## src/rtl/scsi_hs_pkg.sv

```systemverilog
package scsi_hs_pkg;

    localparam int SN_REQ    = 7;
    localparam int SN_ACK    = 6;
    localparam int SN_BSY    = 5;
    localparam int CDB_MAX   = 12;
    localparam int CDB_IDX_W = $clog2(CDB_MAX + 1);

    typedef enum logic [2:0] {
        PH_DOUT = 3'b000,
        PH_DIN  = 3'b001,
        PH_CMD  = 3'b010,
        PH_STAT = 3'b011,
        PH_RSV0 = 3'b100,
        PH_RSV1 = 3'b101,
        PH_MOUT = 3'b110,
        PH_MIN  = 3'b111
    } phase_e;

    typedef enum logic [1:0] {
        GV_GO,
        GV_NOREADY,
        GV_MISMATCH,
        GV_REFUSE
    } verdict_e;

    // Command length from opcode group (bits 7:5)
    function automatic logic [CDB_IDX_W-1:0] cdb_len_of(input logic [7:0] op);
        case (op[7:5])
            3'd1, 3'd2: cdb_len_of = CDB_IDX_W'(10);
            3'd5:       cdb_len_of = CDB_IDX_W'(12);
            default:    cdb_len_of = CDB_IDX_W'(6);
        endcase
    endfunction

endpackage

```

## src/rtl/scsi_hs_gate.sv

```systemverilog
module scsi_hs_gate
    import scsi_hs_pkg::*;
(
    input  logic     rd_i,
    input  logic     wr_i,
    input  logic     req_i,
    input  logic     bsy_i,
    input  logic [2:0] phase_i,
    input  logic [2:0] pctl_i,
    output verdict_e verdict_o,
    output logic     go_o
);

    phase_e ph;
    logic   dir_ok;

    always_comb begin
        ph = phase_e'(phase_i);
        case (ph)
            PH_DIN, PH_STAT, PH_MIN:  dir_ok = rd_i;
            PH_DOUT, PH_CMD, PH_MOUT: dir_ok = wr_i && !rd_i;
            default:                  dir_ok = 1'b0;
        endcase

        if (!(req_i && bsy_i)) begin
            verdict_o = GV_NOREADY;
        end else if (pctl_i != phase_i) begin
            verdict_o = GV_MISMATCH;
        end else if (!dir_ok) begin
            verdict_o = GV_REFUSE;
        end else begin
            verdict_o = GV_GO;
        end

        go_o = (rd_i || wr_i) && (verdict_o == GV_GO);
    end

endmodule

```

## src/rtl/scsi_hs_sense.sv

```systemverilog
module scsi_hs_sense
    import scsi_hs_pkg::*;
(
    input  logic       clk,
    input  logic       rst_n,
    input  logic       bus_req_i,
    input  logic       bus_bsy_i,
    input  logic [2:0] bus_phase_i,
    input  logic       moved_i,
    output logic [7:0] sense_o,
    output logic       ack_o
);

    typedef struct packed {
        logic [7:0] sense;
        logic       ack;
    } sense_st_t;

    sense_st_t st_d, st_q;

    always_comb begin
        st_d = st_q;
        if (moved_i) begin
            st_d.ack              = 1'b1;
            st_d.sense            = 8'h00;
            st_d.sense[SN_ACK]    = 1'b1;
            st_d.sense[SN_BSY]    = 1'b1;
            st_d.sense[2:0]       = st_q.sense[2:0];
        end else if (!st_q.ack || !bus_req_i) begin
            st_d.ack              = 1'b0;
            st_d.sense            = 8'h00;
            st_d.sense[SN_REQ]    = bus_req_i;
            st_d.sense[SN_BSY]    = bus_bsy_i;
            st_d.sense[2:0]       = bus_phase_i;
        end
    end

    always_ff @(posedge clk or negedge rst_n) begin
        if (!rst_n) begin
            st_q <= '0;
        end else begin
            st_q <= st_d;
        end
    end

    assign sense_o = st_q.sense;
    assign ack_o   = st_q.ack;

endmodule

```

## src/rtl/scsi_hs_cdb.sv

```systemverilog
module scsi_hs_cdb
    import scsi_hs_pkg::*;
(
    input  logic                 clk,
    input  logic                 rst_n,
    input  logic                 en_i,
    input  logic                 strobe_i,
    input  logic [7:0]           byte_i,
    output logic                 cdb_we_o,
    output logic [CDB_IDX_W-1:0] cdb_idx_o,
    output logic [CDB_IDX_W-1:0] len_o,
    output logic                 done_o
);

    typedef struct packed {
        logic                 busy;
        logic [CDB_IDX_W-1:0] idx;
        logic [CDB_IDX_W-1:0] remain;
        logic [CDB_IDX_W-1:0] len;
        logic                 done;
    } cdb_st_t;

    cdb_st_t              st_d, st_q;
    logic [CDB_IDX_W-1:0] first_len;

    always_comb begin
        st_d      = st_q;
        st_d.done = 1'b0;
        first_len = cdb_len_of(byte_i);
        cdb_we_o  = strobe_i && en_i;
        cdb_idx_o = st_q.busy ? st_q.idx : '0;

        if (!en_i) begin
            st_d.busy   = 1'b0;
            st_d.idx    = '0;
            st_d.remain = '0;
        end else if (strobe_i) begin
            if (!st_q.busy) begin
                st_d.len    = first_len;
                st_d.remain = first_len - CDB_IDX_W'(1);
                st_d.idx    = CDB_IDX_W'(1);
                st_d.busy   = (first_len != CDB_IDX_W'(1));
                st_d.done   = (first_len == CDB_IDX_W'(1));
            end else begin
                st_d.remain = st_q.remain - CDB_IDX_W'(1);
                st_d.idx    = st_q.idx + CDB_IDX_W'(1);
                if (st_q.remain == CDB_IDX_W'(1)) begin
                    st_d.busy = 1'b0;
                    st_d.done = 1'b1;
                    st_d.idx  = '0;
                end
            end
        end
    end

    always_ff @(posedge clk or negedge rst_n) begin
        if (!rst_n) begin
            st_q <= '0;
        end else begin
            st_q <= st_d;
        end
    end

    assign len_o  = st_q.len;
    assign done_o = st_q.done;

endmodule

```

## src/rtl/scsi_hs_unit.sv

```systemverilog
module scsi_hs_unit
    import scsi_hs_pkg::*;
#(
    parameter int ADDR_W = 4
) (
    input  logic                 clk,
    input  logic                 rst_n,
    input  logic                 host_rd_i,
    input  logic                 host_wr_i,
    input  logic [7:0]           host_wdata_i,
    output logic [7:0]           host_rdata_o,
    output logic                 host_rvalid_o,
    input  logic                 pctl_we_i,
    input  logic [2:0]           pctl_wdata_i,
    input  logic                 bus_req_i,
    input  logic                 bus_bsy_i,
    input  logic [2:0]           bus_phase_i,
    output logic [7:0]           sense_o,
    output logic                 ack_o,
    input  logic                 xfer_active_i,
    input  logic                 svc_clr_i,
    output logic                 int_svc_o,
    output logic [ADDR_W-1:0]    buf_addr_o,
    input  logic [7:0]           buf_rdata_i,
    output logic                 buf_we_o,
    output logic [7:0]           buf_wdata_o,
    output logic                 cdb_we_o,
    output logic [CDB_IDX_W-1:0] cdb_idx_o,
    output logic [7:0]           cdb_byte_o,
    output logic [CDB_IDX_W-1:0] cdb_len_o,
    output logic                 cmd_done_o,
    input  logic [7:0]           tgt_status_i,
    input  logic [7:0]           tgt_min_i,
    output logic                 tgt_min_take_o,
    output logic                 tgt_mout_we_o,
    output logic [7:0]           tgt_mout_byte_o,
    input  logic                 tgt_mout_flag_i,
    output logic                 msgin_pend_o
);

    localparam logic [7:0] FILL_IN  = 8'hFF;
    localparam logic [7:0] FILL_OUT = 8'h00;

    typedef struct packed {
        logic [2:0]        pctl;
        logic [ADDR_W-1:0] ptr;
        logic [7:0]        rdata;
        logic              rvalid;
        logic              svc;
        logic              pend;
    } unit_st_t;

    unit_st_t st_d, st_q;
    verdict_e verdict;
    logic     go;
    logic     access;
    phase_e   cur_ph;
    logic     moved;

    scsi_hs_gate u_gate (
        .rd_i      (host_rd_i),
        .wr_i      (host_wr_i),
        .req_i     (sense_o[SN_REQ]),
        .bsy_i     (sense_o[SN_BSY]),
        .phase_i   (sense_o[2:0]),
        .pctl_i    (st_q.pctl),
        .verdict_o (verdict),
        .go_o      (go)
    );

    scsi_hs_sense u_sense (
        .clk         (clk),
        .rst_n       (rst_n),
        .bus_req_i   (bus_req_i),
        .bus_bsy_i   (bus_bsy_i),
        .bus_phase_i (bus_phase_i),
        .moved_i     (moved),
        .sense_o     (sense_o),
        .ack_o       (ack_o)
    );

    scsi_hs_cdb u_cdb (
        .clk       (clk),
        .rst_n     (rst_n),
        .en_i      (xfer_active_i),
        .strobe_i  (go && (cur_ph == PH_CMD)),
        .byte_i    (host_wdata_i),
        .cdb_we_o  (cdb_we_o),
        .cdb_idx_o (cdb_idx_o),
        .len_o     (cdb_len_o),
        .done_o    (cmd_done_o)
    );

    always_comb begin
        st_d        = st_q;
        st_d.rvalid = 1'b0;
        access      = host_rd_i || host_wr_i;
        cur_ph      = phase_e'(sense_o[2:0]);
        moved       = go;

        if (pctl_we_i) begin
            st_d.pctl = pctl_wdata_i;
        end

        if (svc_clr_i) begin
            st_d.svc = 1'b0;
        end
        if (access && (verdict == GV_MISMATCH) && xfer_active_i) begin
            st_d.svc = 1'b1;
        end

        if (host_rd_i) begin
            st_d.rvalid = 1'b1;
            st_d.rdata  = sense_o[0] ? FILL_IN : FILL_OUT;
            if (go) begin
                case (cur_ph)
                    PH_DIN:  st_d.rdata = buf_rdata_i;
                    PH_STAT: st_d.rdata = tgt_status_i;
                    PH_MIN:  st_d.rdata = tgt_min_i;
                    default: st_d.rdata = st_d.rdata;
                endcase
            end
        end

        if (go && ((cur_ph == PH_DIN) || (cur_ph == PH_DOUT))) begin
            st_d.ptr = st_q.ptr + ADDR_W'(1);
        end
        if (!xfer_active_i) begin
            st_d.ptr = '0;
        end

        if (go && (cur_ph == PH_MOUT) && tgt_mout_flag_i) begin
            st_d.pend = 1'b1;
        end
        if (go && (cur_ph == PH_MIN)) begin
            st_d.pend = 1'b0;
        end
    end

    always_ff @(posedge clk or negedge rst_n) begin
        if (!rst_n) begin
            st_q <= '0;
        end else begin
            st_q <= st_d;
        end
    end

    assign host_rdata_o    = st_q.rdata;
    assign host_rvalid_o   = st_q.rvalid;
    assign int_svc_o       = st_q.svc;
    assign msgin_pend_o    = st_q.pend;
    assign buf_addr_o      = st_q.ptr;
    assign buf_we_o        = go && (cur_ph == PH_DOUT);
    assign buf_wdata_o     = host_wdata_i;
    assign cdb_byte_o      = host_wdata_i;
    assign tgt_mout_we_o   = go && (cur_ph == PH_MOUT);
    assign tgt_mout_byte_o = host_wdata_i;
    assign tgt_min_take_o  = go && (cur_ph == PH_MIN);

endmodule

```

## config.mk

```make
export PLATFORM = sky130hd
export DESIGN_NAME = scsi_hs_unit
export DESIGN_NICKNAME = d
export VERILOG_FILES = /design/src/rtl/scsi_hs_pkg.sv /design/src/rtl/scsi_hs_gate.sv /design/src/rtl/scsi_hs_sense.sv /design/src/rtl/scsi_hs_cdb.sv /design/src/rtl/scsi_hs_unit.sv
export SDC_FILE = /design/constraint.sdc
export NUM_CORES = 1
export LEC_CHECK = 0
export CAP_MARGIN = 20
export CORE_MARGIN = 2
export CORE_UTILIZATION = 40
export CTS_CLUSTER_SIZE = 28
export DETAILED_ROUTE_END_ITERATION = 16
export MAX_ROUTING_LAYER = met4
export PLACE_DENSITY_LB_ADDON = 0.3
export SYNTH_ARGS = -nofsm -noshare
export SYNTH_HDL_FRONTEND = slang
export SYNTH_HIERARCHICAL = 1
export SYNTH_SLANG_ARGS = --single-unit
```

## constraint.sdc

```tcl
create_clock -name clk -period 4.62 [get_ports clk]
set_input_delay 0.924 -clock clk [delete_from_list [all_inputs] [get_ports clk]]
set_output_delay 0.924 -clock clk [all_outputs]
set_load 0.02 [all_outputs]
```

After elaboration in Yosys (flattened, before gate mapping)
Index checks and enable logic that the tools add are counted.
Word-level totals
  flip-flop bits (word level): 41
  output and inout port bits: 61
  logic and storage cells: 89
Cells by class
  $add $sub $neg: 4
  equality and inequality tests: 15
  multiplexer cells: 26
  bitwise logic cells: 2
  reductions and logical operators: 28
Operators by type and width (number)
  9-bit 2-to-1 mux: 4
  8-bit case mux with 3 select lines: 1
  4-bit 2-to-1 mux: 4
  8-bit 2-to-1 mux: 2
  14-bit 2-to-1 mux: 1
  1-bit logical AND: 12
  3-bit by 2-bit == test with 1-bit output (second input constant): 3
  3-bit == test (second input constant): 3
  4-bit by 1-bit adder with 4-bit output (second input constant): 2
  4-bit by 1-bit == test with 1-bit output (second input constant): 2
  1-bit 2-to-1 mux: 8
  4-bit case mux with 2 select lines: 1
  4-bit by 1-bit subtractor with 4-bit output (second input constant): 2
  3-bit by 1-bit == test with 1-bit output (second input constant): 2
  2-bit 2-to-1 mux: 3
  2-bit nonzero test: 3
  3-bit OR reduction: 2
  5-bit 2-to-1 mux: 1
  2-bit by 1-bit inequality test with 1-bit output (second input constant): 2
  4-bit by 1-bit inequality test with 1-bit output (second input constant): 1
  1-bit zero test: 3
  3-bit zero test: 1
  1-bit logical OR: 3
  3-bit inequality test: 1
  other kinds (7): 8

Depth between registers and ports, before layout
  depth after elaboration: 12
  mapped depth: 9

Modules after synthesis
Netlist, hierarchy kept.
Modules (own cells, without submodules)
  scsi_hs_unit: times used 1, cells each 121, area an instance 1241.2 µm², seq. area each 450.4 µm²
  scsi_hs_cdb: times used 1, cells each 77, area an instance 794.5 µm², seq. area each 325.3 µm²
  scsi_hs_sense: times used 1, cells each 19, area an instance 255.2 µm², seq. area each 150.1 µm²
  scsi_hs_gate: times used 1, cells each 13, area an instance 97.6 µm², seq. area each 0.0 µm²

Worst setup path before layout
No wires, ideal clock.
  kind: input-to-output
  start point: in host_rd_i
  end point: out cdb_we_o
  arrival time: 2897 ps
  data required time: 3696 ps
  setup slack: 799 ps
  stages on the path: 7
  path buffers: 1
  path through: nor3b_1 > nor2_1 > nor4_1 > nand2_1 > nor3_1 > buf_4 > and2_0
On the way
  longest elaborated chain between the ends: 10
  elaborated cells on any way between the ends: 11
Ends and longest elaborated chain
  start, declared: RTL line scsi_hs_unit.sv:8  | input logic host_rd_i,
  1-bit zero test: RTL line scsi_hs_gate.sv:21  | PH_DOUT, PH_CMD, PH_MOUT: dir_ok = wr_i && !rd_i;
  1-bit logical AND: RTL line scsi_hs_gate.sv:21
  1-bit case mux with 2 select lines: RTL line scsi_hs_gate.sv:19  | case (ph)
  2-bit 2-to-1 mux: RTL line scsi_hs_gate.sv:29  | end else if (!dir_ok) begin
  2-bit 2-to-1 mux: RTL line scsi_hs_gate.sv:27  | end else if (pctl_i != phase_i) begin
  2-bit 2-to-1 mux: RTL line scsi_hs_gate.sv:25  | if (!(req_i && bsy_i)) begin
  2-bit zero test: RTL line scsi_hs_gate.sv:35  | go_o = (rd_i || wr_i) && (verdict_o == GV_GO);
  1-bit logical AND (*): RTL line scsi_hs_gate.sv:35
  net go: RTL line scsi_hs_unit.sv:55  | logic go;
  1-bit logical AND (*): RTL line scsi_hs_unit.sv:86  | .strobe_i (go && (cur_ph == PH_CMD)),
  1-bit logical AND (*): RTL line scsi_hs_cdb.sv:30  | cdb_we_o = strobe_i && en_i;
  end, declared: RTL line scsi_hs_unit.sv:27  | output logic cdb_we_o,
The timed path passes the listed nets; every way through them passes the cells marked *.

Final worst setup path
  start point: in host_wr_i
  end point: out buf_we_o
On the way
  longest elaborated chain between the ends: 8
  elaborated cells on any way between the ends: 9
Ends and longest elaborated chain
  start, declared: RTL line scsi_hs_unit.sv:9  | input logic host_wr_i,
  1-bit logical AND: RTL line scsi_hs_gate.sv:21
  1-bit case mux with 2 select lines: RTL line scsi_hs_gate.sv:19
  2-bit 2-to-1 mux: RTL line scsi_hs_gate.sv:29
  2-bit 2-to-1 mux: RTL line scsi_hs_gate.sv:27
  2-bit 2-to-1 mux: RTL line scsi_hs_gate.sv:25
  2-bit zero test: RTL line scsi_hs_gate.sv:35
  1-bit logical AND (*): RTL line scsi_hs_gate.sv:35
  net go: RTL line scsi_hs_unit.sv:55
  1-bit logical AND (*): RTL line scsi_hs_unit.sv:153  | assign buf_we_o = go && (cur_ph == PH_DOUT);
  end, declared: RTL line scsi_hs_unit.sv:25  | output logic buf_we_o,
Marked as above.

==> metrics.csv <==
stage;metric;value;unit
run_status;status;finished, final reports clean;
placed_design;dp_cells;351;
timing;setup_slack;253;ps
routing;viasPerCell;4.97;
yosys;yosysMostFrequentCell;buf_4;
die;die_w;81.3;um
cts;clock_latency;280;ps
die;start_util;0.408;
cts;clock-root-buffer;clkbuf_8;
critical_path;worst_r2r_path_depth;8;
timing;finalSetupTns;0;ps
routing;drt_first_pass_iters;4;
global_route;antenna_found_initial;0;
global_route;grt-ovfl-total;0;
critical_path;critPathArrivalTime;3440;ps
yosys;synth.distinct_cells;55;
global_route;groute.usage.overall;0.166;
yosys;synthFlopType;dfrtp_1;
routing;post_drt_wl_per_cell;14.8;um
cts;cts_sinks;37;
finish;areaGrowthSynthToFinish;30.4;%
critical_path;crit_end;buf_we_o;
timing;setup_viol;0;
global_route;grt_pass1_vias;1728;
yosys;synth-seq-cells;37;
global_route;grt_pass1_wl;8090;um
yosys;ys_seq_area_frac;0.388;
routing;postRouteAntennaNets;0;
yosys;avgSynthCellArea;10.4;sq um
critical_path;r2r_start;u_sense/sense_o[0];
yosys;synth_edf_count;0;
global_route;grt_max_degree;38;
yosys;synthArstFlopShare;1.00;
yosys;synth_commonest_cells;buf_4, dfrtp_1, inv_1;
worst_hold_path;hold_path_class;flop to flop;
timing;finClkSkew;1.68;ps
finish;nets;336;
placed_design;dp_hpwl;3900;um
timing;worst_pin_slew;830;ps
placed_design;pre_cts_slack;248;ps
die;fp.coreArea;5850;sq um
yosys;synth.cell_area;2390;sq um
yosys;yosysWarnings;6;
power;leakagePower;1.34;nW
timing;period_minus_slack;4370;ps
finish;stdcell_count;359;
die;die_h;81.3;um
timing;rsz0062_at_grt;false;
die;rows;28;
critical_path;end_kind;output pin;
job;drv_cap;0;
finish;antennaDiodeCount;0;
critical_path;crit_required;3700;ps
timing;fmax;0.229;GHz
die;io_pins;109;
cts;cts_tree;built;
power;ir_worst_vdd;0.000115;V
timing;slew_headroom;0.447;
critical_path;critPathMaxFanout;4;
cts;hold_buffers;0;
critical_path;cp-start-kind;primary input;
cts;cts_setup_buffers;0;
timing;min_period_over_period;0.945;
cts;numCtsBuffers;5;
routing;drt-initial-drc-count;65;
placed_design;port_buffers;85;
placed_design;gp_congestion;0.794;
cts;clk_pin_slew;70;ps
global_route;busiest_layer;met2;
finish;drive_above_1_share;0.162;
die;die_area;6610;sq um
cts;ctsHtreeMaxLevel;2;
critical_path;r2r_end;u_cdb/st_q[11];
critical_path;setup.worst_path.start;host_wr_i;
global_route;met3_usage;0.0389;
timing;hold_viol_final;0;
routing;drc_errors;0;
critical_path;rrSetupSlack;1930;ps
timing;report.final.slew_viol_count;0;
yosys;syn_inst;230;
yosys;yosysTopAreaCell;dfrtp_1;
critical_path;path_class;primary input to output pin;
routing;via_count;1783;
cts;cts_buffer_depth;2;
yosys;synth_top_cell_area_share;0.388;
power;power_density;234;nW/um^2
yosys;synth_area_leaders;dfrtp_1, buf_4, mux2_2;
global_route;grt.met1_usage;0.202;
cts;cts_resized;0;
global_route;grt_use_met2;0.267;
routing;wirelength;5330;um
[where the power goes]
group          internal (mW)  switching [mW]  leakage, nW  total, mW
logic                 0.0902          0.0729        0.809      0.163
clock network          0.104           0.111       0.0450      0.216
registers              0.338          0.0109        0.481      0.349
[per-stage QoR]
stage                     total power [mW]  cell area [sq um]  utilization  hold WS (ps)
after detailed placement             0.520               3030        0.518           493
after CTS                            0.740               3120        0.533           510
after global routing                 0.769               3120        0.533           533
after floorplan                      0.466               2390            -           451
after global placement               0.518               3030        0.518           477
final                                0.728               3120        0.533           499
[worst max-delay path, stage by stage]
cell and delay, ps:
clkdlybuf4s50_1 500, nor3b_1 240, nor2_1 100, nor4_1 500, buf_4 220, nor3b_4 180
nor2b_1 160, clkdlybuf4s50_1 630
[cell usage in the layout (no fill, tap or decap), types with 5 or more instances in the layout]
master	n
clkdlybuf4s50_1	84
dfrtp_1	37
inv_1	13
mux2_2	10
buf_4	9
nand2_1	8
o22ai_1	8
o221ai_1	8
nor2b_1	7
mux2_4	7
and2_1	6
o21ai_0	6
ha_1	5
clkbuf_8	5
[how the worst min path moves through the flow]
stage / startpoint / endpoint / slack (ps) / cells past startpoint
6_report: u_cdb/len_o[3] / u_cdb/len_o[3] / 500 / 2
2_1_floorplan: u_cdb/len_o[3] / u_cdb/len_o[3] / 450 / 2
4_1_cts: u_cdb/len_o[3] / u_cdb/len_o[3] / 510 / 2
3_5_place_dp: u_cdb/len_o[3] / u_cdb/len_o[3] / 490 / 2
5_1_grt: u_cdb/len_o[1] / u_cdb/len_o[1] / 530 / 1
3_3_place_gp: u_cdb/len_o[3] / u_cdb/len_o[3] / 480 / 2
[final cells by class]
class                      instances  area (sq um)
fill                             556          2740
tap                               75          93.8
clock inverter                     2          10.0
sequential                        37           926
inverter                          13          48.8
timing repair buffer              94           913
multi-input combinational        132          1050
clock buffer                       6          72.6
[sequential cells by signal (all words and copies together), names as in the netlist]
signal	cells
msgin_pend_o	1
host_rvalid_o	1
u_cdb/len_o	3
u_cdb/done_o	1
int_svc_o	1
u_sense/sense_o	6
st_q	3
buf_addr_o	4
u_cdb/st_q	9
host_rdata_o	8
[layer usage]
layer / share of wire / wire (um) / up-vias
li1: - / - / 877
met1: 0.44 / 2340 / 845
met2: 0.48 / 2540 / 56
met3: 0.071 / 379 / 5
met4: 0.014 / 73 / 0
met5: 0 / 0 / -
[cells by family after synthesis]
kind of cell / synth area share
AOI/OAI and AO/OA: 0.145
xor gates and xnor gates: 0.0183
adders and majority gates: 0.0262
buffers and inverters: 0.174
DFF: 0.388
muxes: 0.104
other: 0.00314
and+or+nand+nor: 0.142
No activity file was read; power rests on OpenSTA's default activity.
